`config.mk`:
```
export PLATFORM = sky130hd
export DESIGN_NAME = sdram_cmd_front
export DESIGN_NICKNAME = d
export VERILOG_FILES = /design/src/rtl/sdram_cmd_pkg.sv /design/src/rtl/sdram_cmd_decode.sv /design/src/rtl/sdram_cke_gate.sv /design/src/rtl/sdram_bank_table.sv /design/src/rtl/sdram_mode_reg.sv /design/src/rtl/sdram_cmd_front.sv
export SDC_FILE = /design/constraint.sdc
export NUM_CORES = 1
export LEC_CHECK = 0
export BUFFER_PORTS_ARGS = -buffer_cell sky130_fd_sc_hd__buf_4
export CORE_ASPECT_RATIO = 1.75
export CORE_UTILIZATION = 47
export CTS_CLUSTER_DIAMETER = 80
export CTS_CLUSTER_SIZE = 14
export DETAILED_ROUTE_END_ITERATION = 8
export PLACE_DENSITY = 0.72
export SLEW_MARGIN = 20
export SYNTH_ARGS = -nofsm -noshare
export SYNTH_HDL_FRONTEND = slang
export SYNTH_SLANG_ARGS = --single-unit
```
`constraint.sdc`:
```
create_clock -name clk -period 2.7 [get_ports clk]
set_input_delay 0 -clock clk [delete_from_list [all_inputs] [get_ports clk]]
set_output_delay 0 -clock clk [all_outputs]
set_load 0.1 [all_outputs]
```
`src/rtl/sdram_cmd_pkg.sv`:
```
package sdram_cmd_pkg;
   typedef enum logic [2:0] {
      CMD_DESEL = 3'd0,
      CMD_NOP   = 3'd1,
      CMD_MRS   = 3'd2,
      CMD_ACT   = 3'd3,
      CMD_RD    = 3'd4,
      CMD_WR    = 3'd5,
      CMD_PRE   = 3'd6,
      CMD_PREA  = 3'd7
   } cmd_e;
endpackage

```
`src/rtl/sdram_cmd_decode.sv`:
```
module sdram_cmd_decode
   import sdram_cmd_pkg::*;
(
   input  logic cs_n,
   input  logic ras_n,
   input  logic cas_n,
   input  logic we_n,
   input  logic all_bit,
   output cmd_e raw
);
   always_comb begin
      if (cs_n) begin
         raw = CMD_DESEL;
      end else begin
         unique case ({ras_n, cas_n, we_n})
            3'b000:  raw = CMD_MRS;
            3'b011:  raw = CMD_ACT;
            3'b101:  raw = CMD_RD;
            3'b100:  raw = CMD_WR;
            3'b010:  raw = all_bit ? CMD_PREA : CMD_PRE;
            default: raw = CMD_NOP;
         endcase
      end
   end
endmodule

```
`src/rtl/sdram_cke_gate.sv`:
```
module sdram_cke_gate (
   input  logic clk,
   input  logic rst_n,
   input  logic cke,
   input  logic any_open,
   output logic run,
   output logic suspended,
   output logic power_down
);
   assign run = !(suspended || power_down) || cke;

   always_ff @(posedge clk or negedge rst_n) begin
      if (!rst_n) begin
         suspended  <= 1'b0;
         power_down <= 1'b0;
      end else if (run) begin
         suspended  <= !cke && any_open;
         power_down <= !cke && !any_open;
      end
   end
endmodule

```
`src/rtl/sdram_bank_table.sv`:
```
module sdram_bank_table
   import sdram_cmd_pkg::*;
#(
   parameter int NB    = 4,
   parameter int ROW_W = 12,
   localparam int BA_W = (NB > 1) ? $clog2(NB) : 1
) (
   input  logic                clk,
   input  logic                rst_n,
   input  logic                run,
   input  cmd_e                cmd,
   input  logic [BA_W-1:0]     ba,
   input  logic [ROW_W-1:0]    row,
   output logic [NB-1:0]       open_q,
   output logic [NB*ROW_W-1:0] rows_q
);
   for (genvar g = 0; g < NB; g++) begin : g_bank
      logic hit;
      assign hit = (ba == BA_W'(g));

      always_ff @(posedge clk or negedge rst_n) begin
         if (!rst_n) begin
            open_q[g]                    <= 1'b0;
            rows_q[g*ROW_W +: ROW_W]     <= '0;
         end else if (run) begin
            if (cmd == CMD_ACT && hit) begin
               open_q[g]                 <= 1'b1;
               rows_q[g*ROW_W +: ROW_W]  <= row;
            end else if (cmd == CMD_PREA || (cmd == CMD_PRE && hit)) begin
               open_q[g]                 <= 1'b0;
            end
         end
      end
   end
endmodule

```
`src/rtl/sdram_mode_reg.sv`:
```
module sdram_mode_reg #(
   parameter int ADDR_W = 12,
   parameter int BA_W   = 2,
   parameter int BL_LO  = 0,
   parameter int BT_BIT = 3,
   parameter int CL_LO  = 4,
   parameter int WB_BIT = 9,
   localparam int MW    = ADDR_W + BA_W
) (
   input  logic              clk,
   input  logic              rst_n,
   input  logic              run,
   input  logic              load,
   input  logic [BA_W-1:0]   ba,
   input  logic [ADDR_W-1:0] addr,
   output logic              busy,
   output logic              unconfigured,
   output logic [2:0]        burst_len,
   output logic              burst_il,
   output logic [2:0]        cas_lat,
   output logic              wr_single,
   output logic              mode_err
);
   localparam logic [MW-1:0] USED = (MW'(7) << BL_LO) | (MW'(1) << BT_BIT) |
                                    (MW'(7) << CL_LO) | (MW'(1) << WB_BIT);

   if (BL_LO + 3 > ADDR_W || CL_LO + 3 > ADDR_W) begin : g_bad_field
      $error("mode field exceeds address width");
   end
   if (BT_BIT >= ADDR_W || WB_BIT >= ADDR_W) begin : g_bad_bit
      $error("mode bit exceeds address width");
   end

   logic [MW-1:0] shadow_q, live_q;
   logic          cfg_q;

   always_ff @(posedge clk or negedge rst_n) begin
      if (!rst_n) begin
         shadow_q <= '0;
         live_q   <= '0;
         busy     <= 1'b0;
         cfg_q    <= 1'b0;
      end else if (run) begin
         if (busy) begin
            live_q <= shadow_q;
            cfg_q  <= 1'b1;
         end
         busy <= load;
         if (load) shadow_q <= {ba, addr};
      end
   end

   assign unconfigured = !cfg_q;
   assign burst_len    = live_q[BL_LO +: 3];
   assign burst_il     = live_q[BT_BIT];
   assign cas_lat      = live_q[CL_LO +: 3];
   assign wr_single    = live_q[WB_BIT];
   assign mode_err     = |(live_q & ~USED);
endmodule

```
`src/rtl/sdram_cmd_front.sv`:
```
module sdram_cmd_front
   import sdram_cmd_pkg::*;
#(
   parameter int NUM_BANKS = 4,
   parameter int ADDR_W    = 12,
   parameter int COL_W     = 9,
   parameter int AP_BIT    = 10,
   localparam int BA_W     = (NUM_BANKS > 1) ? $clog2(NUM_BANKS) : 1,
   localparam int ROW_W    = ADDR_W
) (
   input  logic                    clk,
   input  logic                    rst_n,
   input  logic                    cke,
   input  logic                    cs_n,
   input  logic                    ras_n,
   input  logic                    cas_n,
   input  logic                    we_n,
   input  logic [BA_W-1:0]         ba,
   input  logic [ADDR_W-1:0]       addr,
   output logic [2:0]              cmd_o,
   output logic [BA_W-1:0]         cmd_bank,
   output logic [ROW_W-1:0]        cmd_row,
   output logic [COL_W-1:0]        cmd_col,
   output logic [NUM_BANKS-1:0]    bank_open,
   output logic [NUM_BANKS*ROW_W-1:0] open_rows,
   output logic [2:0]              burst_len,
   output logic                    burst_il,
   output logic [2:0]              cas_lat,
   output logic                    wr_single,
   output logic                    mode_err,
   output logic                    unconfigured,
   output logic                    mrs_busy,
   output logic                    proto_err,
   output logic                    suspended,
   output logic                    power_down
);
   if (NUM_BANKS != (1 << BA_W)) begin : g_bad_banks
      $error("NUM_BANKS must be a power of two");
   end
   if (COL_W > ADDR_W || AP_BIT >= ADDR_W) begin : g_bad_addr
      $error("column width or precharge-all bit outside address");
   end

   cmd_e raw, eff, cmd_q;
   logic run, any_open, bank_hit, bad;

   sdram_cmd_decode u_dec (
      .cs_n(cs_n), .ras_n(ras_n), .cas_n(cas_n), .we_n(we_n),
      .all_bit(addr[AP_BIT]), .raw(raw)
   );

   sdram_cke_gate u_cke (
      .clk(clk), .rst_n(rst_n), .cke(cke), .any_open(any_open),
      .run(run), .suspended(suspended), .power_down(power_down)
   );

   assign any_open = |bank_open;
   assign bank_hit = bank_open[ba];

   always_comb begin
      bad = 1'b0;
      unique case (raw)
         CMD_MRS:          bad = mrs_busy || any_open;
         CMD_ACT:          bad = mrs_busy || bank_hit;
         CMD_RD, CMD_WR:   bad = mrs_busy || !bank_hit;
         CMD_PRE, CMD_PREA: bad = mrs_busy;
         default:          bad = 1'b0;
      endcase
      eff = bad ? CMD_NOP : raw;
   end

   sdram_bank_table #(.NB(NUM_BANKS), .ROW_W(ROW_W)) u_banks (
      .clk(clk), .rst_n(rst_n), .run(run), .cmd(eff), .ba(ba),
      .row(addr), .open_q(bank_open), .rows_q(open_rows)
   );

   sdram_mode_reg #(.ADDR_W(ADDR_W), .BA_W(BA_W)) u_mode (
      .clk(clk), .rst_n(rst_n), .run(run), .load(eff == CMD_MRS),
      .ba(ba), .addr(addr), .busy(mrs_busy), .unconfigured(unconfigured),
      .burst_len(burst_len), .burst_il(burst_il), .cas_lat(cas_lat),
      .wr_single(wr_single), .mode_err(mode_err)
   );

   always_ff @(posedge clk or negedge rst_n) begin
      if (!rst_n) begin
         cmd_q     <= CMD_DESEL;
         cmd_bank  <= '0;
         cmd_row   <= '0;
         cmd_col   <= '0;
         proto_err <= 1'b0;
      end else if (run) begin
         cmd_q <= eff;
         if (bad) proto_err <= 1'b1;
         unique case (eff)
            CMD_ACT: begin
               cmd_bank <= ba;
               cmd_row  <= addr;
            end
            CMD_RD, CMD_WR: begin
               cmd_bank <= ba;
               cmd_col  <= addr[COL_W-1:0];
            end
            CMD_PRE: cmd_bank <= ba;
            default: ;
         endcase
      end
   end

   assign cmd_o = cmd_q;
endmodule

```
==> run_results.csv <==
group,metric,value,unit
outcome,status,"completed",
global_route,overflow,0,
detailed_routing,wl_per_cell,17.7,µm
worst_setup_path,cp-end-kind,"flop",
pwr,ir_worst_vdd,0.639,mV
final_layout,regArea,2780,µm²
placed_design,pre_cts_slack,0.137,ns
detailed_routing,vias_per_cell,5.36,
placed_design,dp.cells,550,
pwr,p_per_area,759,nW/µm²
detailed_routing,vias,3116,
worst_setup_path,worstSetupPathType,"flop to flop",
cts,cts.sinks,111,
timing,final.period_utilization,0.869,
logic_synthesis,yosysWarnings,0,
worst_setup_path,r2r_start,"u_banks.open_q[1]",
final_layout,antenna_cells,0,
floorplanning,die_w,76.7,µm
logic_synthesis,synth_ff_type,"dfrtp_1",
floorplanning,core,9470,µm²
floorplanning,placementRows,47,
timing,period_needed,2.35,ns
final_layout,drive_gt1_frac,0.475,
global_route,grt_max_degree,65,
final_layout,multiInputGateArea,1680,µm²
logic_synthesis,synthArstFlopShare,1.00,
worst_setup_path,reg2reg_depth,5,
timing,worst_pin_slew,0.727,ns
logic_synthesis,synth_seq_cells,111,
worst_setup_path,worstSetupStartpointType,"flop",
cts,cts_made_buffers,9,
pwr,power.leakage,0.00318,µW
timing,fmax,426,MHz
cts,clock_latency,0.34,ns
final_layout,nets,477,
placed_design,dp_hpwl,7.49,mm
floorplanning,io_pins,113,
final_layout,postLayoutCoreUtil,0.638,
timing,rsz0062_at_grt,"no",
worst_setup_path,crit_path_start,"u_banks.open_q[1]",
final_layout,fin_cells,581,
final_layout,nFillCells,741,
logic_synthesis,synth_cell_types,42,
worst_setup_path,slowest_stage,"mux4_2",
timing,fin_tns_setup,0,ns
timing,hold_viol,0,
logic_synthesis,ys_seq_area_frac,0.605,
logic_synthesis,syn-num-nets,342,
detailed_routing,postRouteAntennaNets,0,
cts,postCtsSetupRepairBufs,0,
timing,timing.slew.headroom,0.510,
global_route,grtUsageTotal,0.213,
worst_setup_path,path_cells,"mux4_2 > nor3_2 > and4b_1 > a211o_1 > a32o_1",
detailed_routing,wirelength,10.3,mm
final_layout,area_delta_synth_final,31.7,%
logic_synthesis,synth-edff-count,0,
detailed_routing,drt_iter0_drc,122,
worst_setup_path,rrSetupSlack,0.35,ns
timing,finalSetupViolations,0,
floorplanning,dieArea,10200,µm²
global_route,antenna_found_initial,0,
global_route,grt_pass1_vias,3204,
detailed_routing,drc,0,
cts,cts.clk_slew.worst_paths,0.07,ns
cts,clock_path_buffers,2,
run,max-cap-violations,0,
cts,cts_max_level,3,
logic_synthesis,synth_cells,320,
worst_setup_path,crit_required,2.93,ns
worst_setup_path,crit_fanout,5,
detailed_routing,dr.pass1.iters,4,
worst_setup_path,worstPathArrival,2.58,ns
placed_design,place.gp.congestion,0.945,
logic_synthesis,avgSynthCellArea,14.3,µm²
hold_path,hp-class,"input port to async pin",
floorplanning,chipHeight,133,µm
floorplanning,initial_utilization,0.485,
worst_setup_path,timing.rr.end,"cmd_bank[1]",
cts,cts_tree,"yes",
global_route,grt_pass1_wl,16.6,mm
placed_design,port_buffers,112,
cts,root_buffer,"clkbuf_16",
timing,worst_slack,0.355,ns
timing,skew,0.00596,ns
logic_synthesis,syn_area,4590,µm²
worst_setup_path,critPathCapture,"cmd_bank[1]",
worst_setup_path,critPathMaxStageDelay,0.55,ns
timing,slew_violations,0,
-- layout by cell type, fill, tap and decap left out, types with 2 or more instances in the layout --
cell and instances:
a21o_1 2, a21oi_1 5, a31oi_1 2, a32o_1 2, buf_4 126, clkbuf_1 2, clkbuf_16 9, clkinv_2 2
dfrtp_1 111, dlygate4sd3_1 16, inv_1 8, mux2_1 28, mux2_2 70, nand2_1 9, nand3_1 3, nand4_1 2
nor2_1 14, nor3_1 3, nor3_2 2, nor3b_1 3, nor4_1 2, nor4_4 2, o211ai_1 2, o21ai_0 6
o21ba_2 3, o21bai_1 3, o221ai_1 2, o41ai_1 2
-- kinds of logic after synthesis --
kind of cell	share of synthesized area
buffers and inverters	0.0294
AOI/OAI and AO/OA	0.0554
and+or+nand+nor	0.0594
adders and majority gates	0.00273
DFF	0.605
muxes	0.248
-- worst min path at each step --
stage	startpoint	end	slack, ns	cells after the start
2_1_floorplan	rst_n	cmd_bank[0]	-0.30	0
3_3_place_gp	rst_n	u_banks.rows_q[35]	0.05	1
3_5_place_dp	rst_n	u_banks.rows_q[35]	0.06	1
4_1_cts	cs_n	cmd_o[0]	0.22	4
5_1_grt	rst_n	u_banks.rows_q[35]	0.27	2
6_report	rst_n	u_banks.rows_q[35]	0.22	2
-- synthesized netlist by cell type, types with 2 or more instances --
library cell  instances  share of area
dfrtp_1             111           0.61
mux2_2               70           0.17
mux2_1               28          0.069
nor2_1               14          0.011
buf_2                 9         0.0098
nand2_1               9         0.0074
inv_1                 8         0.0065
buf_4                 6         0.0098
o21ai_0               6         0.0065
a21oi_1               5         0.0055
clkbuf_1              3         0.0025
nand3_1               3         0.0033
nor3_1                3         0.0033
nor3b_1               3         0.0049
o21ba_2               3         0.0065
o21bai_1              3         0.0049
a21o_1                2         0.0033
a31oi_1               2         0.0027
a32o_1                2         0.0044
nand4_1               2         0.0027
nor3_2                2         0.0044
nor4_1                2         0.0027
nor4_4                2         0.0093
o211ai_1              2         0.0033
o221ai_1              2         0.0038
o41ai_1               2         0.0038
-- where the power goes --
part	internal, µW	total [µW]	switching (µW)	leakage [µW]
Sequential	1790	1860	70.5	0.00149
Clock	711	1260	549	0.000135
Combinational	309	1460	1150	0.00155
Total	2810	4580	1770	0.00318
-- sequential cells by signal, indices dropped and copies added, names as in the netlist --
register,count
u_banks.rows_q,48
u_mode.live_q,14
u_mode.shadow_q,14
cmd_row,12
cmd_col,9
u_banks.open_q,4
cmd_o,3
cmd_bank,2
proto_err,1
u_cke.power_down,1
u_cke.suspended,1
u_mode.busy,1
u_mode.cfg_q,1
-- per-layer routing --
metal | wire length (µm) | track usage | up-vias
li1 | - | - | 1415
met1 | 4020 | 0.247 | 1601
met2 | 5740 | 0.388 | 81
met3 | 331 | 0.0372 | 19
met4 | 197 | 0.0748 | 0
met5 | 0 | 0 | -
-- cell type report --
class / instances / share of cell area
Clock buffer: 11 / 0.0385
Clock inverter: 4 / 0.00787
Inverter: 8 / 0.00497
Multi-Input combinational cell: 182 / 0.277
Sequential cell: 111 / 0.460
Tap cell: 122 / 0.0253
Timing Repair Buffer: 143 / 0.186
-- metrics by stage --
step / power, µW / hold WS (ns) / cell area, µm²
after floorplan: 2990 / -0.296 / 4590
after global placement: 3330 / 0.0538 / 5600
after global routing: 4730 / 0.269 / 6040
after detailed placement: 3340 / 0.0593 / 5600
final: 4580 / 0.219 / 6040
after CTS: 4620 / 0.223 / 6040
-- what timing repair did --
item	CTS	global route
endpoints found under the hold margin	134	0
resized for setup	0	0
hold buffers	16	0
-- worst max-delay path: cells and delay by family (launching register included) --
kind,cells,cell delay [ns]
and+or+nand+nor,2,0.64
AOI/OAI and AO/OA,2,0.61
muxes,1,0.55
DFF,1,0.43
(Power assumes the default switching activity.)
